## src/rtl/cfgwin_io.sv

```systemverilog
module cfgwin_io #(
  parameter int          WIN_LOG2  = 6,
  parameter logic [15:0] BOOT_PORT = 16'h02EA,
  parameter logic [7:0]  ID_BYTE   = 8'hA5,
  parameter logic [7:0]  REV_BYTE  = 8'h03
) (
  input  logic        clk,
  input  logic        rst,
  input  logic [15:0] io_addr,
  input  logic [3:0]  io_be,
  input  logic        io_rd,
  input  logic        io_wr,
  input  logic [31:0] io_wdata,
  output logic [31:0] io_rdata,
  output logic        hit
);
  localparam int NDW   = 2 ** (WIN_LOG2 - 2);
  localparam int OFFW  = WIN_LOG2 - 2;
  localparam int SH    = 8 * int'(BOOT_PORT[1:0]);
  localparam logic [3:0]  BOOT_BE   = 4'(4'b0011 << BOOT_PORT[1:0]);
  localparam logic [31:0] BOOT_FILL = ~(32'h0000_FFFF << SH);

  logic        armed;
  logic [15:0] base;
  logic [31:0] store [NDW-1];
  logic [31:0] win_word;

  wire [OFFW-1:0] off = io_addr[WIN_LOG2-1:2];
  wire in_win   = armed && (io_addr[15:WIN_LOG2] == base[15:WIN_LOG2]);
  wire boot_dec = !armed && (io_addr[15:2] == BOOT_PORT[15:2]) && |(io_be & BOOT_BE);
  wire strobe   = io_rd || io_wr;
  wire [31:0] boot_word = (32'(base) << SH) | BOOT_FILL;
  wire [15:0] boot_val  = io_wdata[SH +: 16];

  assign hit      = strobe && (in_win || boot_dec);
  assign io_rdata = (hit && io_rd) ? (in_win ? win_word : boot_word) : '1;

  always_comb begin
    win_word = {base, REV_BYTE, ID_BYTE};
    for (int i = 0; i < NDW - 1; i++)
      if (off == OFFW'(i)) win_word = store[i];
  end

  always_ff @(posedge clk) begin
    if (rst) begin
      armed <= 1'b0;
      base  <= '0;
    end else if (io_wr && boot_dec && ((io_be & BOOT_BE) == BOOT_BE)) begin
      armed <= 1'b1;
      base  <= {boot_val[15:WIN_LOG2], {WIN_LOG2{1'b0}}};
    end
  end

  for (genvar i = 0; i < NDW - 1; i++) begin : g_dw
    for (genvar b = 0; b < 4; b++) begin : g_lane
      always_ff @(posedge clk) begin
        if (rst)
          store[i][8*b +: 8] <= '0;
        else if (io_wr && in_win && off == OFFW'(i) && io_be[b])
          store[i][8*b +: 8] <= io_wdata[8*b +: 8];
      end
    end
  end
endmodule


```

## config.mk

```make
export PLATFORM = sky130hd
export DESIGN_NAME = cfgwin_io
export DESIGN_NICKNAME = d
export VERILOG_FILES = /design/src/rtl/cfgwin_io.sv
export SDC_FILE = /design/constraint.sdc
export NUM_CORES = 1
export LEC_CHECK = 0
export BUFFER_PORTS_ARGS = -buffer_cell sky130_fd_sc_hd__buf_2
export CORE_UTILIZATION = 36
export CTS_BUF_LIST = sky130_fd_sc_hd__clkbuf_4
export DETAILED_ROUTE_END_ITERATION = 10
export PLACE_DENSITY = 0.63
export SETUP_SLACK_MARGIN = 0.1
export SLEW_MARGIN = 20
export SYNTH_ARGS = -nofsm -noshare
export SYNTH_HDL_FRONTEND = slang
export SYNTH_SLANG_ARGS = --single-unit
```

## constraint.sdc

```tcl
create_clock -name clk -period 2.68 [get_ports clk]
set_clock_uncertainty 0.2 [all_clocks]
set_input_delay 0.134 -clock clk [delete_from_list [all_inputs] [get_ports clk]]
set_output_delay 0.134 -clock clk [all_outputs]
set_load 0.01 [all_outputs]
```

# Word-level counts from Yosys, hierarchy flattened
# Memories as Yosys holds them, arrays and structs flattened.
# Cells that the tools add are included.
# word_totals
regBits,11
mem_bits_rw,480
output_inout_bits,33
wordCells,427
mem_count,1
# op_classes
eq_ne,17
muxes,259
bitwise,60
reduce_logical,88
# mem_list
memory,depth,word_bits,read_ports,rd_ports_with_merged_regs,wr,line_no,source
store,15,32,15,0,15,25,logic [31:0] store [NDW-1];
# op_table
operator,count
$mux W32,17
$mux W8,60
$mux W1,182
$logic_and A1 B1 Y1,83
$or A1 B1 Y1,60
$eq A4 B4 Y1 const B,7
$eq A4 B3 Y1 const B,4
$eq A14 B8 Y1 const B,1
$eq A10 B10 Y1,1
$eq A4 B2 Y1 const B,2
$eq A4 B1 Y1 const B,1
$logic_not A4 Y1,1
$eq A2 B2 Y1 const B,1
$logic_or A1 B1 Y1,2
$reduce_or A2 Y1,1
$logic_not A1 Y1,1

# Longest topological paths before layout
# Gate-level depths: netlist (run 1).
# logic_depth
depth_word,18
mapped_depth,11
depth_no_buf,7

# Worst setup path after synthesis (run 1)
# No wires, ideal clock.
# synth_timing
path_kind,reg2reg
startpoint,register base[10]
endpoint,memory store[13][0] (netlist: store[1][160]) (enable)
setup_time_ns,0.375
arrival_ns,2.007
required_time_ns,2.105
setup_slack_ns,0.099
stages_incl_launch_ff,9
period_less_slack_ns,2.581
path_cell_list,dfxtp_1 -> xnor2_1 -> nand4_1 -> nor4_2 -> buf_2 -> and2_1 -> nand2_1 -> clkbuf_1 -> o21bai_1
# synth_rtl
item,line_no,source
"start, declared",24,logic [15:0] base;
"start signal, assigned",50,"base <= {boot_val[15:WIN_LOG2], {WIN_LOG2{1'b0}}};"
"end, declared",25,

# Final worst setup path (run 1)
# layout_timing
startpoint,register base[6]
endpoint,output port io_rdata[3]
# layout_via
elab_chain_len,6
elab_cells_between_ends,7
classes_between,eq/ne: 1; mux: 2; reduce/logical: 4
# layout_rtl
item,line_no,source
$eq A10 B10 Y1 *,29,wire in_win = armed && (io_addr[15:WIN_LOG2] == base[15:WIN_LOG2]);
$logic_and A1 B1 Y1 *,29,
$logic_or A1 B1 Y1,35,assign hit = strobe && (in_win || boot_dec);
$logic_and A1 B1 Y1,35,
$logic_and A1 B1 Y1,36,assign io_rdata = (hit && io_rd) ? (in_win ? win_word : boot_word) : '1;
$mux W32 *,36,
"end, declared",14,"output logic [31:0] io_rdata,"
# Every way passes the cells marked *; elsewhere a longest branch is shown, timed or not.

==> results of run 1 <==
==> worst max-delay path, cell delays in order (launching register included) <==
cell and delay, ns:
dfxtp_2 0.34, xnor2_2 0.17, nand3_2 0.11, nor4_4 0.33, buf_6 0.19, and2_4 0.17
buf_6 0.13, buf_6 0.12, nand3_2 0.09, o22ai_4 0.18, nand3_1 0.09, buf_2 0.15
==> cells in the mapped netlist, types with 5 or more instances <==
master       n
a221oi_1    17
nand2b_1     8
a21o_1      29
buf_1       14
o21ai_0    102
a211o_1      6
dfxtp_1     11
and3_1     323
edfxtp_1   480
a22o_1       9
nor2b_1     18
and2_1      39
o22ai_1     45
mux2_2      24
a2111oi_0   11
o221ai_1    11
o22a_1       5
mux4_2      14
xnor2_1     10
buf_2       57
buf_4        9
or3_1        5
clkbuf_2     7
a211oi_1    14
a222oi_1     5
and2b_1      5
nor3_1      22
a22oi_1     31
nor2_1     248
o21bai_1    38
nand3_1     22
nand2_1     95
a21oi_1    111
clkbuf_1   110
mux2i_1     31
==> flip-flops by register name, indices dropped and copies added (netlist names) <==
register	cells
armed	1
store	480
base	10
==> final cells by class <==
type	count	area [µm²]	area share [%]
Clock buffer	182	1370	4.48
Timing Repair Buffer	453	4250	13.9
Multi-Input combinational cell	1341	9050	29.6
Clock inverter	30	114	0.373
Sequential cell	491	14600	48.0
Tap cell	855	1070	3.50
Antenna cell	4	10.0	0.0328
Inverter	6	22.5	0.0738
==> report_power, final <==
part	switching, µW	total, µW	internal (µW)
Clock	3100	6200	3100
Sequential	85.4	8730	8640
Combinational	1040	1660	620
==> cells by family after synthesis <==
kind of cell / after synthesis / share of synthesized area, %
buf+inv: 203 / 3.71
compound gates: 458 / 12.5
mux: 69 / 3.80
simple gates: 803 / 17.6
xor+xnor: 10 / 0.371
flops: 491 / 62.0
==> worst paths after layout <==
path	slack [ns]	cells past startpoint	start	to
worst min register to register	0.35	2	armed	armed
worst min-delay path	0.07	3	io_wdata[19]	store[0][211]
worst max register to register	-0.18	12	base[6]	store[0][206]
worst max-delay path	-0.62	11	base[6]	io_rdata[3]
==> through the flow <==
step	total power (µW)	std cells	hold WS, ns	setup slack (ns)
final	16600	3362	0.0740	-0.622
after global routing	17200	3362	0.00492	-0.750
after CTS	16600	3340	0.00548	-0.614
after detailed placement	10400	3052	0.321	-0.339
after global placement	10300	3052	0.289	-0.216
after floorplan	9560	2034	0.0812	0.0988
==> layer usage <==
| layer | wire (µm) | global-route usage (%) |
|---|---|---|
| met2 | 40000 | 40.6 |
| met4 | 3390 | 10.4 |
| met3 | 7840 | 5.52 |
| met5 | 35 | 0 |
| met1 | 30400 | 29.6 |
==> repair_timing <==
action	in CTS	in global routing
pin swaps	49	20
cloned	10	4
hold buffers	52	0
setup endpoints to repair	763	987
resized for setup	226	57
hold endpoints to repair	903	0
buffers inserted	15	14
==> flow_summary.toml, run 1 <==
[sta]
setup_ws_ns = -0.622
tightest_slew_ns = 0.773
hold_viol = 0
finalCritPeriodShare_pct = 123
rsz0062_at_grt = "true"
clock.fmax_ghz = 0.303
max_slew_margin_pct = 48.3
finalSetupViolCount = 802
slew_viol_final = 0
period_needed_ns = 3.30
setup_tns_ns = -68.93

[clock_network]
cts_buffer_depth = 3
cts_buffers = 131
clock-sinks = 491
insertion_delay_ns = 0.90
clk_pin_slew_ns = 0.07
cts_tree = "built"
htree_levels = 4
ctsRootBufferMaster = "clkbuf_4"

[pwr]
peakVddDrop_v = 0.000327
leakagePower_uw = 0.0124
powerDensity_nw_per_um2 = 544

[route]
first_pass_iters = 7
avgViaCountPerCell = 5.78
first_iter_violations = 2386
finalWirelength_um = 81600
vias = 19442
drtAntennaViolNets = 0
drc = 0
wl_per_cell_um = 24.3

[cells_and_area]
syn_to_final_growth_pct = 29.4
drive_gt1_share_pct = 31.1
mostFrequentLayoutCells = "480 x edfxtp_1, 322 x and3_1, 231 x nor2_1"
final_util_pct = 47.3
post-route-cell-area_um2 = 30500
fill_cells = 5828
mostFrequentLayoutCell = "edfxtp_1"
final_net_count = 2480

[critical_path]
path_class = "reg2out"
end_kind = "output pin"
required_ns = 2.35
critical_path_arrival_ns = 2.97
start_kind = "flip-flop"
cp_max_fo = 4

[global_route]
overflow = 0
antenna_found_initial = 5
grt_usage_pct = 24.1
grt_first_pass_wirelength_um = 119000
grt_pass1_vias = 19659
grt_max_degree = 67

[run_status]
outcome = "complete, but fails checks"
violations = "negative setup slack"

[synth]
synth_edf_count = 480
synth_cell_types = 64
synth-main-ff-cell = "edfxtp_1"
ys_top_cells_by_area = "edfxtp_1 61%, and3_1 8.6%, nor2_1 3.9%"
ys.warnings.count = 0
synthArstFlopShare_pct = 0
syn_nets = 2090
syn_inst = 2034
syn_area_per_cell_um2 = 11.6
synth.largest_area_cell = "edfxtp_1"
synthesis.area_um2 = 23600
ys_ff_latch = 491
synth-seq-area-share_pct = 62.0
synth_top_area_share_pct = 61.1

[place]
io_buffers = 86
place_area_um2 = 26700
place_congestion = 0.894
dp_hpwl_um = 55300

[die]
die_h_um = 258
core_area_um2 = 64600
die_w_um = 258
ios = 89
rows = 93
die-area_um2 = 66600
start_util_pct = 36.5

[flow_run]
drv_cap = 0

[min_path]
hold_path.class = "in2reg"
No activity file was read; power rests on OpenSTA's default activity.
==> inputs of run 2 (changes only) <==
Settings changed: ABC_CLOCK_PERIOD_IN_PS set to 2680, CORE_UTILIZATION 36 to 55, PLACE_DENSITY 0.63 to 0.85.
==> run 2 against run 1 <==
The run still ends with negative setup slack left; sequential share of layout area grew 0.71 points; critical path depth shrank 1; clock-buffer cell count shrank 7; utilization grew 24 points; register-to-register slack is essentially flat; global-route usage grew 13 points; worst setup slack lost 0.012 ns; clock power grew 3.9%; non-clock buffer count shrank 17; sequential cell count is the same; final cell count shrank 10%; via count grew 9.9%; critical endpoint is now io_rdata[22].
==> flow_summary.toml, run 2 (synthesized netlist as in run 1, its figures left out) <==
[global_route]
grt_max_degree = 87
grt_usage_pct = 36.7
antenna_found_initial = 4
grt_pass1_vias = 20635
overflow = 0
grt_first_pass_wirelength_um = 120000

[sta]
hold_viol = 0
tightest_slew_ns = 0.918
slew_viol_final = 0
rsz0062_at_grt = "true"
max_slew_margin_pct = 38.7
finalCritPeriodShare_pct = 124
setup_tns_ns = -38.53
finalSetupViolCount = 543
period_needed_ns = 3.31
clock.fmax_ghz = 0.302
setup_ws_ns = -0.634

[pwr]
finalPower_uw = 16900
powerDensity_nw_per_um2 = 561
peakVddDrop_v = 0.000533
leakagePower_uw = 0.0122

[route]
first_pass_iters = 7
first_iter_violations = 3682
avgViaCountPerCell = 7.06
vias = 21367
wl_per_cell_um = 28.6
drtAntennaViolNets = 0
drc = 0
finalWirelength_um = 86500

[cells_and_area]
mostFrequentLayoutCells = "480 x edfxtp_1, 316 x and3_1, 217 x nor2_1"
mostFrequentLayoutCell = "edfxtp_1"
syn_to_final_growth_pct = 27.5
final_net_count = 2453
fin_cells = 3026
regMostFlops = "store"
drive_gt1_share_pct = 30.8
largestRegisters = "store x480, base x10, armed x1"
largest_register_ffs = 480

[place]
place_congestion = 0.963
dpl.cell_count = 2701
io_buffers = 86
pre_cts_slack_ns = -0.136
dp_hpwl_um = 50400

[critical_path]
path_class = "reg2out"
rrSetupSlack_ns = -0.18
cp_max_fo = 2
critical_path_arrival_ns = 2.98
cp-startpoint = "store[1][86]"
r2r_cells = 14
r2r-start = "base[13]"
setup.worst_path.end = "io_rdata[22]"
required_ns = 2.35
end_kind = "output pin"
start_kind = "flip-flop"
reg2reg_to = "store[1][49]"

[die]
rows = 75
die_h_um = 209
ios = 89
start_util_pct = 56.0
core_area_um2 = 42100
die-area_um2 = 43700
die_w_um = 209

[run_status]
outcome = "complete, but fails checks"
violations = "negative setup slack"

[clock_network]
ctsRootBufferMaster = "clkbuf_4"
clock-sinks = 491
clk_pin_slew_ns = 0.08
cts_buffers = 121
cts_buffer_depth = 3
insertion_delay_ns = 0.90
cts_tree = "built"
htree_levels = 3

[min_path]
hold_path.class = "in2reg"

[flow_run]
drv_cap = 0
[run 2: changes by cell type in the layout (fill, tap and decap cells not counted), moves of 10 or more]
cell / previous run / this run
dlygate4sd3_1: 52 / 70
buf_12: 43 / 31
nor2_4: 3 / 13
nor2_1: 231 / 217
buf_4: 217 / 204
o21ai_1: 15 / 4
[run 2: cell type report]
type	count	area [µm²]
Timing Repair Buffer	436	4040
Fill cell	2567	12000
Sequential cell	491	14600
Inverter	6	26.3
Clock inverter	35	204
Tap cell	539	674
Multi-Input combinational cell	1341	9170
Clock buffer	175	1310
Antenna cell	3	7.51
[run 2: worst max-delay path, stage by stage, from the launching register on]
cell and delay (ns):
edfxtp_1 0.44, mux2_4 0.30, a21oi_2 0.13, buf_4 0.13
a311oi_1 0.04, buf_4 0.15, o31a_1 0.28, a211oi_2 0.25
buf_4 0.17, o21ai_2 0.05, buf_2 0.14
[run 2: metrics by stage]
step / utilization, % / instance area (µm²) / hold slack (ns)
finish: 71.4 / 30100 / 0.0339
CTS: 69.0 / 29100 / 0.00189
detailed placement: 61.6 / 26000 / 0.330
global route: 71.4 / 30100 / 0.0360
floorplan: - / 23600 / 0.0812
global placement: 61.6 / 26000 / 0.308
[run 2: what timing repair did]
action,4_1_cts,5_1_grt
cloned,4,8
gates resized for setup,157,157
setup endpoints to repair,347,968
pin swaps,37,25
hold buffers,70,0
buffers inserted,19,14
hold endpoints to repair,971,0
[run 2: where the power goes]
group	internal (µW)	switching (µW)	total, µW
logic	606	1100	1710
clock network	3170	3270	6440
registers	8640	100	8740
[run 2: layer usage]
layer	share of wire (%)	GRT usage, %	wire, µm	vias to the layer above
li1	-	-	-	8456
met1	30	42.4	25900	9878
met2	46	59.9	39900	2350
met3	15	10.4	13000	677
met4	9.0	24.0	7760	6
met5	0.066	0	57	-
[run 2: worst min-delay path by stage]
stage,endpoint,depth (start not counted),start,slack [ns]
final,store[1][13],4,io_wdata[13],0.03
after global routing,store[1][8],4,io_wdata[8],0.04
after CTS,store[0][19],3,io_wdata[19],0.002
after detailed placement,store[0][45],2,io_wdata[13],0.33
after global placement,armed,2,armed,0.31
after floorplan,base[15],2,io_wdata[31],0.08
